File: config.mk
export PLATFORM = sky130hd
export DESIGN_NAME = seg_page_xlate
export DESIGN_NICKNAME = d
export VERILOG_FILES = /design/src/rtl/xlate_pkg.sv /design/src/rtl/xlate_split.sv /design/src/rtl/xlate_entry_decode.sv /design/src/rtl/xlate_walker.sv /design/src/rtl/seg_page_xlate.sv
export SDC_FILE = /design/constraint.sdc
export NUM_CORES = 1
export LEC_CHECK = 0
export BUFFER_PORTS_ARGS = -buffer_cell sky130_fd_sc_hd__buf_2
export CORE_MARGIN = 2
export CORE_UTILIZATION = 40
export CTS_BUF_LIST = sky130_fd_sc_hd__clkbuf_8
export CTS_CLUSTER_SIZE = 24
export DETAILED_ROUTE_END_ITERATION = 7
export PLACE_DENSITY = 0.73
export SYNTH_ARGS = -nofsm -noshare
export SYNTH_HDL_FRONTEND = slang
export SYNTH_SLANG_ARGS = --single-unit
File: constraint.sdc
create_clock -name clk -period 4.7 [get_ports clk]
set_clock_uncertainty 0.05 [all_clocks]
set_input_delay 1.175 -clock clk [delete_from_list [all_inputs] [get_ports clk]]
set_output_delay 1.175 -clock clk [all_outputs]
set_load 0.005 [all_outputs]
File: src/rtl/xlate_pkg.sv
package xlate_pkg;

  typedef enum logic [1:0] {
    XF_NONE = 2'd0,
    XF_SEG  = 2'd1,
    XF_PAGE = 2'd2,
    XF_PROT = 2'd3
  } xfault_e;

  typedef enum logic [1:0] {
    ST_IDLE,
    ST_SEG,
    ST_PAGE,
    ST_DONE
  } wstate_e;

  // Entry word layout
  localparam int ENT_INV_BIT  = 31;
  localparam int STE_RO_BIT   = 30;
  localparam int STE_COM_BIT  = 29;
  localparam int STE_LAST_LSB = 20;

  // Address field geometry
  localparam int SEG_SH_S  = 16;
  localparam int SEG_SH_L  = 20;
  localparam int PG_SH_S   = 11;
  localparam int PG_SH_L   = 12;
  localparam int NARROW_AW = 24;
  localparam int ORG_SHIFT = 11;

endpackage

File: src/rtl/xlate_split.sv
module xlate_split
  import xlate_pkg::*;
#(
  parameter int AW  = 31,
  parameter int SIW = 15,
  parameter int PIW = 9,
  parameter int OFW = 12
) (
  input  logic [AW-1:0]  va,
  input  logic           seg_1m,
  input  logic           page_4k,
  input  logic           addr31,
  output logic [SIW-1:0] seg_idx,
  output logic [PIW-1:0] pg_idx,
  output logic [OFW-1:0] off
);

  localparam logic [AW-1:0] ONE         = AW'(1);
  localparam logic [AW-1:0] NARROW_MASK = (ONE << NARROW_AW) - ONE;

  logic [AW-1:0] va_m;
  logic [AW-1:0] pg_mask;
  logic [AW-1:0] off_mask;
  logic [4:0]    sh_seg;
  logic [4:0]    sh_pg;

  always_comb begin
    va_m     = addr31 ? va : (va & NARROW_MASK);
    sh_seg   = seg_1m  ? 5'(SEG_SH_L) : 5'(SEG_SH_S);
    sh_pg    = page_4k ? 5'(PG_SH_L)  : 5'(PG_SH_S);
    pg_mask  = (ONE << (sh_seg - sh_pg)) - ONE;
    off_mask = (ONE << sh_pg) - ONE;
    seg_idx  = SIW'(va_m >> sh_seg);
    pg_idx   = PIW'((va_m >> sh_pg) & pg_mask);
    off      = OFW'(va_m & off_mask);
  end

endmodule

File: src/rtl/xlate_entry_decode.sv
module xlate_entry_decode
  import xlate_pkg::*;
#(
  parameter int AW      = 31,
  parameter int DW      = 32,
  parameter int PIW     = 9,
  parameter int ORG_W   = 20,
  parameter int FRAME_W = 20
) (
  input  logic [DW-1:0]      word,
  output logic               ent_inv,
  output logic               ste_ro,
  output logic               ste_common,
  output logic [PIW-1:0]     ste_pt_last,
  output logic [AW-1:0]      ste_pt_org,
  output logic [FRAME_W-1:0] pte_frame
);

  assign ent_inv     = word[ENT_INV_BIT];
  assign ste_ro      = word[STE_RO_BIT];
  assign ste_common  = word[STE_COM_BIT];
  assign ste_pt_last = word[STE_LAST_LSB +: PIW];
  assign ste_pt_org  = AW'({word[ORG_W-1:0], {ORG_SHIFT{1'b0}}});
  assign pte_frame   = word[FRAME_W-1:0];

endmodule

File: src/rtl/xlate_walker.sv
module xlate_walker
  import xlate_pkg::*;
#(
  parameter int AW      = 31,
  parameter int SIW     = 15,
  parameter int PIW     = 9,
  parameter int OFW     = 12,
  parameter int FRAME_W = 20
) (
  input  logic               clk,
  input  logic               rst,
  input  logic               req_valid,
  input  logic               req_write,
  input  logic [SIW-1:0]     seg_idx,
  input  logic [PIW-1:0]     pg_idx,
  input  logic [OFW-1:0]     off,
  input  logic               page_4k,
  input  logic               addr31,
  input  logic [AW-1:0]      seg_base,
  input  logic [SIW-1:0]     seg_last,
  input  logic               mem_ready,
  input  logic               ent_inv,
  input  logic               ste_ro,
  input  logic               ste_common,
  input  logic [PIW-1:0]     ste_pt_last,
  input  logic [AW-1:0]      ste_pt_org,
  input  logic [FRAME_W-1:0] pte_frame,
  output logic               busy,
  output logic               mem_req,
  output logic [AW-1:0]      mem_addr,
  output logic               resp_valid,
  output logic [1:0]         resp_fault,
  output logic [AW-1:0]      resp_raddr,
  output logic               resp_common
);

  localparam int            RW          = FRAME_W + PG_SH_L;
  localparam logic [AW-1:0] ONE         = AW'(1);
  localparam logic [AW-1:0] NARROW_MASK = (ONE << NARROW_AW) - ONE;

  wstate_e        state;
  logic           r_write;
  logic           r_p4k;
  logic           r_a31;
  logic           r_common;
  logic [PIW-1:0] r_pg;
  logic [OFW-1:0] r_off;

  logic [RW-1:0]  frame_wide;
  logic [AW-1:0]  raddr_full;
  logic [AW-1:0]  raddr_final;

  always_comb begin
    frame_wide  = RW'(pte_frame) << (r_p4k ? PG_SH_L : PG_SH_S);
    raddr_full  = AW'(frame_wide) | AW'(r_off);
    raddr_final = r_a31 ? raddr_full : (raddr_full & NARROW_MASK);
  end

  assign busy       = (state != ST_IDLE);
  assign resp_valid = (state == ST_DONE);

  always_ff @(posedge clk) begin
    if (rst) begin
      state       <= ST_IDLE;
      mem_req     <= 1'b0;
      mem_addr    <= '0;
      resp_fault  <= XF_NONE;
      resp_raddr  <= '0;
      resp_common <= 1'b0;
      r_write     <= 1'b0;
      r_p4k       <= 1'b0;
      r_a31       <= 1'b0;
      r_common    <= 1'b0;
      r_pg        <= '0;
      r_off       <= '0;
    end else begin
      case (state)
        ST_IDLE: begin
          if (req_valid) begin
            r_write     <= req_write;
            r_p4k       <= page_4k;
            r_a31       <= addr31;
            r_pg        <= pg_idx;
            r_off       <= off;
            resp_fault  <= XF_NONE;
            resp_raddr  <= '0;
            resp_common <= 1'b0;
            if (seg_idx > seg_last) begin
              resp_fault <= XF_SEG;
              state      <= ST_DONE;
            end else begin
              mem_req  <= 1'b1;
              mem_addr <= seg_base + {{(AW-SIW-2){1'b0}}, seg_idx, 2'b00};
              state    <= ST_SEG;
            end
          end
        end
        ST_SEG: begin
          if (mem_ready) begin
            if (ent_inv) begin
              resp_fault <= XF_SEG;
              mem_req    <= 1'b0;
              state      <= ST_DONE;
            end else if (r_write && ste_ro) begin
              resp_fault <= XF_PROT;
              mem_req    <= 1'b0;
              state      <= ST_DONE;
            end else if (r_pg > ste_pt_last) begin
              resp_fault <= XF_PAGE;
              mem_req    <= 1'b0;
              state      <= ST_DONE;
            end else begin
              r_common <= ste_common;
              mem_addr <= ste_pt_org + {{(AW-PIW-2){1'b0}}, r_pg, 2'b00};
              state    <= ST_PAGE;
            end
          end
        end
        ST_PAGE: begin
          if (mem_ready) begin
            mem_req <= 1'b0;
            state   <= ST_DONE;
            if (ent_inv) begin
              resp_fault <= XF_PAGE;
            end else begin
              resp_raddr  <= raddr_final;
              resp_common <= r_common;
            end
          end
        end
        default: state <= ST_IDLE;
      endcase
    end
  end

endmodule

File: src/rtl/seg_page_xlate.sv
module seg_page_xlate
  import xlate_pkg::*;
#(
  parameter int AW      = 31,
  parameter int DW      = 32,
  parameter int SIW     = 15,
  parameter int PIW     = 9,
  parameter int OFW     = 12,
  parameter int ORG_W   = 20,
  parameter int FRAME_W = 20
) (
  input  logic           clk,
  input  logic           rst,
  input  logic           cfg_seg_1m,
  input  logic           cfg_page_4k,
  input  logic           cfg_addr31,
  input  logic [AW-1:0]  seg_base,
  input  logic [SIW-1:0] seg_last,
  input  logic           req_valid,
  input  logic           req_write,
  input  logic [AW-1:0]  req_vaddr,
  output logic           busy,
  output logic           mem_req,
  output logic [AW-1:0]  mem_addr,
  input  logic           mem_ready,
  input  logic [DW-1:0]  mem_rdata,
  output logic           resp_valid,
  output logic [1:0]     resp_fault,
  output logic [AW-1:0]  resp_raddr,
  output logic           resp_common
);

  logic [SIW-1:0]     seg_idx;
  logic [PIW-1:0]     pg_idx;
  logic [OFW-1:0]     off;
  logic               ent_inv;
  logic               ste_ro;
  logic               ste_common;
  logic [PIW-1:0]     ste_pt_last;
  logic [AW-1:0]      ste_pt_org;
  logic [FRAME_W-1:0] pte_frame;

  xlate_split #(.AW(AW), .SIW(SIW), .PIW(PIW), .OFW(OFW)) u_split (
    .va      (req_vaddr),
    .seg_1m  (cfg_seg_1m),
    .page_4k (cfg_page_4k),
    .addr31  (cfg_addr31),
    .seg_idx (seg_idx),
    .pg_idx  (pg_idx),
    .off     (off)
  );

  xlate_entry_decode #(
    .AW(AW), .DW(DW), .PIW(PIW), .ORG_W(ORG_W), .FRAME_W(FRAME_W)
  ) u_decode (
    .word        (mem_rdata),
    .ent_inv     (ent_inv),
    .ste_ro      (ste_ro),
    .ste_common  (ste_common),
    .ste_pt_last (ste_pt_last),
    .ste_pt_org  (ste_pt_org),
    .pte_frame   (pte_frame)
  );

  xlate_walker #(
    .AW(AW), .SIW(SIW), .PIW(PIW), .OFW(OFW), .FRAME_W(FRAME_W)
  ) u_walker (
    .clk         (clk),
    .rst         (rst),
    .req_valid   (req_valid),
    .req_write   (req_write),
    .seg_idx     (seg_idx),
    .pg_idx      (pg_idx),
    .off         (off),
    .page_4k     (cfg_page_4k),
    .addr31      (cfg_addr31),
    .seg_base    (seg_base),
    .seg_last    (seg_last),
    .mem_ready   (mem_ready),
    .ent_inv     (ent_inv),
    .ste_ro      (ste_ro),
    .ste_common  (ste_common),
    .ste_pt_last (ste_pt_last),
    .ste_pt_org  (ste_pt_org),
    .pte_frame   (pte_frame),
    .busy        (busy),
    .mem_req     (mem_req),
    .mem_addr    (mem_addr),
    .resp_valid  (resp_valid),
    .resp_fault  (resp_fault),
    .resp_raddr  (resp_raddr),
    .resp_common (resp_common)
  );

endmodule

==> results of run 1 <==
## logic make-up (layout without fill, tap and decap cells)
logic type,count (synthesis),after routing,share of synthesized area (%)
flip-flops,93,93,30.82
AO/OA/AOI/OAI,196,196,20.96
other,1,2,0.06208
buffers and inverters,87,247,5.510
multiplexers,41,41,7.104
XOR/XNOR,19,19,2.755
AND/OR/NAND/NOR,295,295,23.14
adder cells (fa/ha/maj),46,46,9.652
## final timing paths
| path | from | end | cells past startpoint | slack (ns) |
|---|---|---|---|---|
| max | cfg_seg_1m | u_walker.mem_addr[20]$_SDFFE_PP0P_ | 11 | 0.59 |
| min | u_walker.resp_raddr[3]$_SDFFE_PP0P_ | u_walker.resp_raddr[3]$_SDFFE_PP0P_ | 2 | 0.40 |
| max reg2reg | u_walker.r_pg[3]$_SDFFE_PP0P_ | u_walker.mem_addr[20]$_SDFFE_PP0P_ | 8 | 1.88 |
| min reg2reg | u_walker.resp_raddr[3]$_SDFFE_PP0P_ | u_walker.resp_raddr[3]$_SDFFE_PP0P_ | 2 | 0.40 |
## per-layer routing
metal | up-vias | track usage (%)
li1 | 3079 | -
met1 | 2870 | 28.82
met2 | 209 | 37.95
met3 | 38 | 4.260
met4 | 0 | 7.628
met5 | - | 0
## worst min-delay path: cells and delay by family, from the launching register on
| family | cells | cell delay (ns) |
|---|---|---|
| AND/OR/NAND/NOR | 1 | 0.05 |
| flip-flops | 1 | 0.31 |
| AO/OA/AOI/OAI | 1 | 0.05 |
## through the flow
step | std cells | utilization (%) | instance area (um^2)
2_1_floorplan | 779 | - | 6045
3_3_place_gp | 1107 | 48.42 | 7091
3_5_place_dp | 1107 | 48.42 | 7091
4_1_cts | 1123 | 49.86 | 7302
5_1_grt | 1123 | 49.86 | 7302
6_report | 1123 | 49.86 | 7302
## sequential cells by signal, indices dropped and copies added (netlist names)
| register | flops |
|---|---|
| u_walker.r_a31 | 1 |
| u_walker.r_pg | 9 |
| u_walker.mem_req | 1 |
| u_walker.resp_raddr | 31 |
| u_walker.mem_addr | 31 |
| u_walker.resp_fault | 2 |
| u_walker.r_common | 1 |
| u_walker.r_p4k | 1 |
| u_walker.state | 2 |
| u_walker.r_write | 1 |
| u_walker.resp_common | 1 |
| u_walker.r_off | 12 |
## power groups by stage
stage                     Clock, mW  Combinational (mW)  Sequential (mW)
after floorplan                   0                1.06             1.07
after global placement            0                1.54             1.10
after detailed placement          0                1.57             1.10
after CTS                     0.588                1.57             1.08
after global routing          0.619                1.74             1.10
final                         0.570                1.57             1.08
## final cells by class
type	count	area share (%)
repair buffers	192	13.61
clock buffers	12	2.262
well taps	184	3.153
clock inverters	4	0.6340
inverters	39	2.005
multi-input cells	599	52.84
flip-flops and latches	93	25.50
## cells in the mapped netlist (all sizes together), types with 7 or more instances
| master | count |
|---|---|
| nand2 | 105 |
| dfxtp | 93 |
| a21oi | 92 |
| nor2 | 59 |
| ha | 45 |
| nand3 | 42 |
| clkbuf | 40 |
| inv | 39 |
| mux2i | 26 |
| o21ai | 25 |
| nor3 | 21 |
| nand4 | 16 |
| mux2 | 15 |
| o211ai | 13 |
| a211oi | 12 |
| nor2b | 11 |
| and3 | 10 |
| xnor2 | 10 |
| xor2 | 9 |
| a21o | 8 |
| buf | 8 |
| and2 | 7 |
| nand2b | 7 |
## cell usage in the layout, fill, tap and decap left out, types with 11 or more instances in the layout
cell        n
nand4_1    16
a21oi_1    90
ha_1       44
nand3_1    42
o21ai_0    22
nand2_1   105
nor2_1     59
mux2i_1    26
clkbuf_8   12
buf_2     184
inv_1      40
o211ai_1   12
nor3_1     20
nor2b_1    11
dfxtp_1    93
a211oi_1   12
mux2_2     15
==> flow_summary.toml, run 1 <==
[sta]
fin_crit_ns = 4.111
hold_slack_ns = 0.4007
fin_tns_setup_ns = 0
final-setup-viol-count = 0
tightest_slew_ns = 0.9719
slew_headroom_pct = 35.12
timing.final.ws_setup_ns = 0.5890
post-route-period-util_pct = 87.47
max_freq_ghz = 0.2433
rsz0062_at_grt = "false"
timing_hold_violations_final = 0
drv_slew = 0

[power]
netSwitchingPower_mw = 1.372
p_total_mw = 3.220
power_density_nw_per_um2 = 441.0
combPwrFrac_pct = 48.6
p_leak_nw = 3.338
seqPwrFrac_pct = 33.7
switching_share_pct = 42.62
p_int_mw = 1.848
ir_drop_uv = 260.1
clkPwrFrac_pct = 17.7

[layout]
insertedDiodeCount = 0
layout-drive-gt1-share_pct = 25.67
multi_input_area_um2 = 3859
seqCellArea_um2 = 1862
nFillCells = 1501
nets = 1097
area_growth_pct = 20.88

[route]
vias = 6196
drc = 0
first_iter_violations = 365
vias_per_cell = 5.517
firstDrtPassIters = 4
avgRoutedWirePerCell_um = 16.38
wl_met2_mm = 8.517
route.met3.wl_mm = 1.094
highest_layer = "met4"
wl_met1_mm = 8.306
drt_wl_total_mm = 18.40
antenna_left = 0

[synth]
synth_seq_cells = 93
synthFlopType = "dfxtp_1"
synthesis.area_um2 = 6041
synth_top_cell_by_area = "dfxtp_1"
synth_cells = 778
synthArstFlopShare_pct = 0
synth_edf_count = 0
synth_area_leaders = "dfxtp_1 31%, ha_1 9.3%, a21oi_1 7.5%"
synth_cell_type_count = 63
ys_warn_count = 0
synth_top_area_share_pct = 30.82
postSynthAreaPerCell_um2 = 7.765
ys_seq_area_share_pct = 30.82

[clock_tree]
cts_sinks = 93
clk_pin_slew_ns = 0.09
numCtsBuffers = 9
insertion_delay_ns = 0.36
cts_resized = 0
clockRootBuffer = "clkbuf_8"
htree_levels = 3
post_cts_buffers = 0
cts_tree = "yes"
cts_hold_buffers = 0
cts_buffer_depth = 2

[placement]
place.gp.congestion = 0.8948
dp_hpwl_mm = 14.12
portBuffers = 184
place_ws_ns = 0.2513

[status]
outcome = "completed"

[worst_setup_path]
worstPathRequired_ns = 4.94
cp_cell_sequence = "buf_2 > nor2b_1 > and2_1 > ha_1 > nand4_1 > or4_4 > nand2_1 > a21oi_2 > or3_4 > or3_1 > o221ai_2"
crit_fanout = 21
cp_top_family = "simple AND/OR/NAND/NOR gates"
end_kind = "flip-flop"
critPathKind = "in -> reg"
cp.arrival_ns = 4.35
cp_slowest_cell = "or4_4"
critPathMaxStageDelay_ns = 0.54
cp.buffers_inverters = 1
cp-start-kind = "primary input"

[flow_run]
maxCapViolCount = 0

[global_route]
grt_max_degree = 82
grt_pass1_wl_mm = 29.15
gr-total-overflow = 0
grt_pass1_vias = 5850
track_usage_pct = 22.47
grt_antenna_before_repair = 0

[floorplan]
core_area_um2 = 14640
die_y_um = 126.9
die_area_um2 = 16100
die_w_um = 126.9
io_pins = 185
rows = 44
initial_core_util_pct = 41.25

[hold_path]
hold_path.class = "reg -> reg"
Note: power is estimated with default switching activity, not from simulation.
==> inputs of run 2 (changes only) <==
Settings changed: CTS_BUF_LIST sky130_fd_sc_hd__clkbuf_8 to sky130_fd_sc_hd__clkbuf_4 sky130_fd_sc_hd__clkbuf_8 sky130_fd_sc_hd__clkbuf_16.
==> flow_summary.toml, run 2 (synthesized netlist as in run 1, its figures left out) <==
[layout]
final_common_cell = "buf_2"
insertedDiodeCount = 0
nets = 1097
top_regs = "u_walker.mem_addr x31, u_walker.resp_raddr x31, u_walker.r_off x12"
nFillCells = 1497
final-instance-count-excl-fill = 1123
fin_area_um2 = 7407
mostFrequentLayoutCells = "184 x buf_2, 105 x nand2_1, 93 x dfxtp_1"
area_growth_pct = 22.62
layout-drive-gt1-share_pct = 25.77
utilization_pct = 50.58

[global_route]
grt_antenna_before_repair = 0
grt_pass1_vias = 5838
grt_pass1_wl_mm = 29.19
track_usage_pct = 22.51
grt_max_degree = 82
gr-total-overflow = 0

[sta]
fin_tns_setup_ns = 0
rsz0062_at_grt = "false"
final-setup-viol-count = 0
tightest_slew_ns = 0.9648
timing_hold_violations_final = 0
fin_crit_ns = 4.126
post-route-period-util_pct = 87.79
drv_slew = 0
slew_headroom_pct = 35.59
max_freq_ghz = 0.2424

[worst_setup_path]
startpoint = "cfg_seg_1m"
rr_worst_depth = 8
reg2reg_from = "u_walker.r_pg[3]$_SDFFE_PP0P_"
critPathKind = "in -> reg"
end_kind = "flip-flop"
rrSetupSlack_ns = 1.89
cp-start-kind = "primary input"
worstPathRequired_ns = 4.91
cp.arrival_ns = 4.34
timing.rr.end = "u_walker.mem_addr[18]$_SDFFE_PP0P_"
crit_fanout = 21

[clock_tree]
cts_hold_buffers = 0
cts_resized = 0
insertion_delay_ns = 0.34
clk_pin_slew_ns = 0.07
clockRootBuffer = "clkbuf_16"
cts_tree = "yes"
cts_sinks = 93
cts_buffer_depth = 2
numCtsBuffers = 9
htree_levels = 3
post_cts_buffers = 0

[route]
drt_wl_total_mm = 18.42
antenna_left = 0
drc = 0
avgRoutedWirePerCell_um = 16.41
firstDrtPassIters = 5
vias_per_cell = 5.526
first_iter_violations = 326
vias = 6206

[power]
clkPwrFrac_pct = 22.4
ir_drop_uv = 268.2
netSwitchingPower_mw = 1.395
combPwrFrac_pct = 45.9
p_int_mw = 2.023
p_total_mw = 3.418
p_leak_nw = 3.384
switching_share_pct = 40.81
power_density_nw_per_um2 = 461.4
seqPwrFrac_pct = 31.8

[placement]
dp_hpwl_mm = 14.12
dp.cells = 1107
place.gp.congestion = 0.8948
portBuffers = 184
placed_cell_area_um2 = 7091

[status]
outcome = "completed"

[hold_path]
hold_path_depth = 2
min_to = "u_walker.resp_raddr[3]$_SDFFE_PP0P_"
hold_path.class = "reg -> reg"
hp-start = "u_walker.resp_raddr[3]$_SDFFE_PP0P_"

[floorplan]
rows = 44
initial_core_util_pct = 41.25
die_w_um = 126.9
io_pins = 185
die_area_um2 = 16100
die_y_um = 126.9
core_area_um2 = 14640

[flow_run]
maxCapViolCount = 0
[run 2: power by group through the flow]
stage	clock network, mW	registers (mW)	logic (mW)
6_report	0.764	1.09	1.57
5_1_grt	0.817	1.10	1.74
4_1_cts	0.785	1.08	1.57
3_5_place_dp	0	1.10	1.57
3_3_place_gp	0	1.10	1.54
2_1_floorplan	0	1.07	1.06
[run 2: final cells by class]
type	instances	area (um^2)	share of cell area [%]
multi-input cells	599	3859	52.09
flip-flops and latches	93	1862	25.14
repair buffers	192	993.5	13.41
clock buffers	13	274.0	3.699
well taps	184	230.2	3.108
inverters	39	146.4	1.976
clock inverters	3	42.54	0.5743
[run 2: how the worst max path moves through the flow]
stage	end	slack, ns	cells after the start
floorplan	u_walker.mem_addr[18]$_SDFFE_PP0P_	0.48	12
finish	u_walker.mem_addr[18]$_SDFFE_PP0P_	0.57	11
detailed placement	u_walker.mem_addr[18]$_SDFFE_PP0P_	0.25	11
global route	u_walker.mem_addr[23]$_SDFFE_PP0P_	0.42	11
global placement	u_walker.mem_addr[18]$_SDFFE_PP0P_	0.36	11
CTS	u_walker.mem_addr[20]$_SDFFE_PP0P_	0.61	11
[run 2: worst max-delay path, cell delays in order]
cell and delay (ns):
buf_2 0.32, nor2b_1 0.14, and2_1 0.20, ha_1 0.33, nand4_1 0.16, or4_4 0.54, nand2_1 0.16, a21oi_2 0.11
or3_4 0.47, or3_1 0.49, o221ai_2 0.23
[run 2: routing by layer]
metal / GRT usage, % / part of all wire [%] / vias up / wire, um
li1: - / - / 3083 / -
met1: 28.98 / 45 / 2889 / 8326
met5: 0 / 0 / - / 0
met4: 7.628 / 2.7 / 0 / 499
met3: 4.302 / 5.9 / 34 / 1085
met2: 37.89 / 46 / 200 / 8512
[run 2: per-stage QoR]
step                hold slack, ns  setup slack (ns)
finish                      0.3984            0.5741
global route                0.4094            0.4223
CTS                         0.3988            0.6063
detailed placement          0.3900            0.2513
global placement            0.3871            0.3612
floorplan                   0.3821            0.4803
==> inputs of run 3 (changes only) <==
Settings changed: PLACE_DENSITY 0.73 to 0.75.
Clock period 4.7 ns to 3.5 ns, I/O delays scaled along.
==> flow_summary.toml, run 3 (synthesized netlist as in run 1, its figures left out) <==
[worst_setup_path]
reg2reg_from = "u_walker.r_pg[3]$_SDFFE_PP0P_"
rrSetupSlack_ns = 0.71
crit_fanout = 10
end_kind = "flip-flop"
cp_cell_sequence = "buf_4 > mux2i_2 > inv_1 > ha_1 > fa_1 > a21o_1 > a221o_1 > a211o_1 > and2_1 > nand4_1 > xor2_2 > o221ai_2"
critPathCapture = "u_walker.mem_addr[30]$_SDFFE_PP0P_"
worstPathRequired_ns = 3.67
startpoint = "cfg_seg_1m"
rr_worst_depth = 8
cp_slowest_cell = "fa_1"
critPathMaxStageDelay_ns = 0.39
cp-start-kind = "primary input"
critPathKind = "in -> reg"
timing.rr.end = "u_walker.mem_addr[30]$_SDFFE_PP0P_"
cp.arrival_ns = 3.54

[power]
ir_drop_uv = 391.1
p_leak_nw = 3.773
p_total_mw = 4.779
power_density_nw_per_um2 = 591.6

[route]
vias_per_cell = 5.427
drt_wl_total_mm = 18.96
antenna_left = 0
avgRoutedWirePerCell_um = 15.83
drc = 0
firstDrtPassIters = 5
vias = 6501
first_iter_violations = 347

[clock_tree]
numCtsBuffers = 9
clk_pin_slew_ns = 0.06
htree_levels = 3
insertion_delay_ns = 0.34
cts_buffer_depth = 2
cts_hold_buffers = 0
cts_tree = "yes"
clockRootBuffer = "clkbuf_16"
cts_sinks = 93

[layout]
mostFrequentLayoutCells = "183 x buf_2, 104 x nand2_1, 93 x dfxtp_1"
top_regs = "u_walker.mem_addr x31, u_walker.resp_raddr x31, u_walker.r_off x12"
insertedDiodeCount = 0
nets = 1173
area_growth_pct = 33.74
final-instance-count-excl-fill = 1198
fin_area_um2 = 8079
nFillCells = 1431
multi_input_area_um2 = 3969
final_common_cell = "buf_2"
seqCellArea_um2 = 1862
layout-drive-gt1-share_pct = 32.45

[sta]
drv_slew = 0
post-route-period-util_pct = 96.51
timing_hold_violations_final = 0
fin_crit_ns = 3.378
rsz0062_at_grt = "false"
timing.final.ws_setup_ns = 0.1220
max_freq_ghz = 0.2960
tightest_slew_ns = 1.017
hold_slack_ns = 0.4002
final-setup-viol-count = 0
slew_headroom_pct = 32.11

[floorplan]
die_w_um = 126.9
initial_core_util_pct = 41.25
io_pins = 185
core_area_um2 = 14640
rows = 44
die_area_um2 = 16100
die_y_um = 126.9

[global_route]
grt_pass1_vias = 6294
grt_pass1_wl_mm = 30.68
gr-total-overflow = 0
track_usage_pct = 23.54
grt_max_degree = 81
grt_antenna_before_repair = 0

[flow_run]
maxCapViolCount = 0

[placement]
dp_hpwl_mm = 14.68
portBuffers = 184
dp.cells = 1180
placed_cell_area_um2 = 7727
place_ws_ns = -0.3955
place.gp.congestion = 0.8764

[status]
outcome = "completed"

[hold_path]
hold_path.class = "reg -> reg"
run 3: layout make-up:
class / count / share of cell area, %
Clock buffer: 13 / 3.237
Clock inverter: 2 / 0.1239
Multi-Input combinational cell: 599 / 49.13
Inverter: 39 / 1.812
Timing Repair Buffer: 268 / 19.81
Sequential cell: 93 / 23.04
Tap cell: 184 / 2.850
run 3: where the power goes:
part	switching, mW	total, mW	leakage (nW)	internal (mW)
clock network	0.391	0.910	0.140	0.519
logic	1.39	2.42	2.87	1.03
registers	0.158	1.45	0.759	1.29
total	1.94	4.78	3.77	2.84
run 3: worst min-delay path by stage:
stage | start | end | slack [ns] | cells after the start
after floorplan | u_walker.r_off[11]$_SDFFE_PP0P_ | u_walker.r_off[11]$_SDFFE_PP0P_ | 0.38 | 2
after global placement | u_walker.mem_addr[26]$_SDFFE_PP0P_ | u_walker.mem_addr[26]$_SDFFE_PP0P_ | 0.39 | 2
after detailed placement | u_walker.mem_addr[26]$_SDFFE_PP0P_ | u_walker.mem_addr[26]$_SDFFE_PP0P_ | 0.39 | 2
after CTS | u_walker.mem_addr[26]$_SDFFE_PP0P_ | u_walker.mem_addr[26]$_SDFFE_PP0P_ | 0.40 | 2
after global routing | u_walker.r_a31$_SDFFE_PP0P_ | u_walker.r_a31$_SDFFE_PP0P_ | 0.42 | 2
final | u_walker.resp_raddr[14]$_SDFFE_PP0P_ | u_walker.resp_raddr[14]$_SDFFE_PP0P_ | 0.40 | 2
run 3: worst max-delay path, delay by kind of cell:
kind	cells	cell delay [ns]
compound gates	4	1.03
xor+xnor	1	0.19
fa+ha+maj	2	0.60
buf+inv	2	0.23
mux	1	0.26
simple gates	2	0.35
run 3: stage by stage:
step | util [%] | TNS, ns
2_1_floorplan | - | -0.1933
3_3_place_gp | 52.77 | -5.656
3_5_place_dp | 52.77 | -7.897
4_1_cts | 54.66 | 0
5_1_grt | 55.17 | 0
6_report | 55.17 | 0
run 3: timing repair:
item,CTS,global route
buffers inserted,0,2
resized for setup,1,11
gates cloned,0,1
endpoints found under the setup margin,4,27
pin swaps,0,1
run 3: per-layer routing:
metal / track usage (%) / share of wire, % / up-vias / wire [um]
met4: 7.240 / 2.3 / 0 / 429
li1: - / - / 3229 / -
met1: 28.69 / 43 / 3027 / 8133
met2: 40.35 / 48 / 211 / 9037
met5: 0 / 0 / - / 0
met3: 6.622 / 7.2 / 34 / 1360
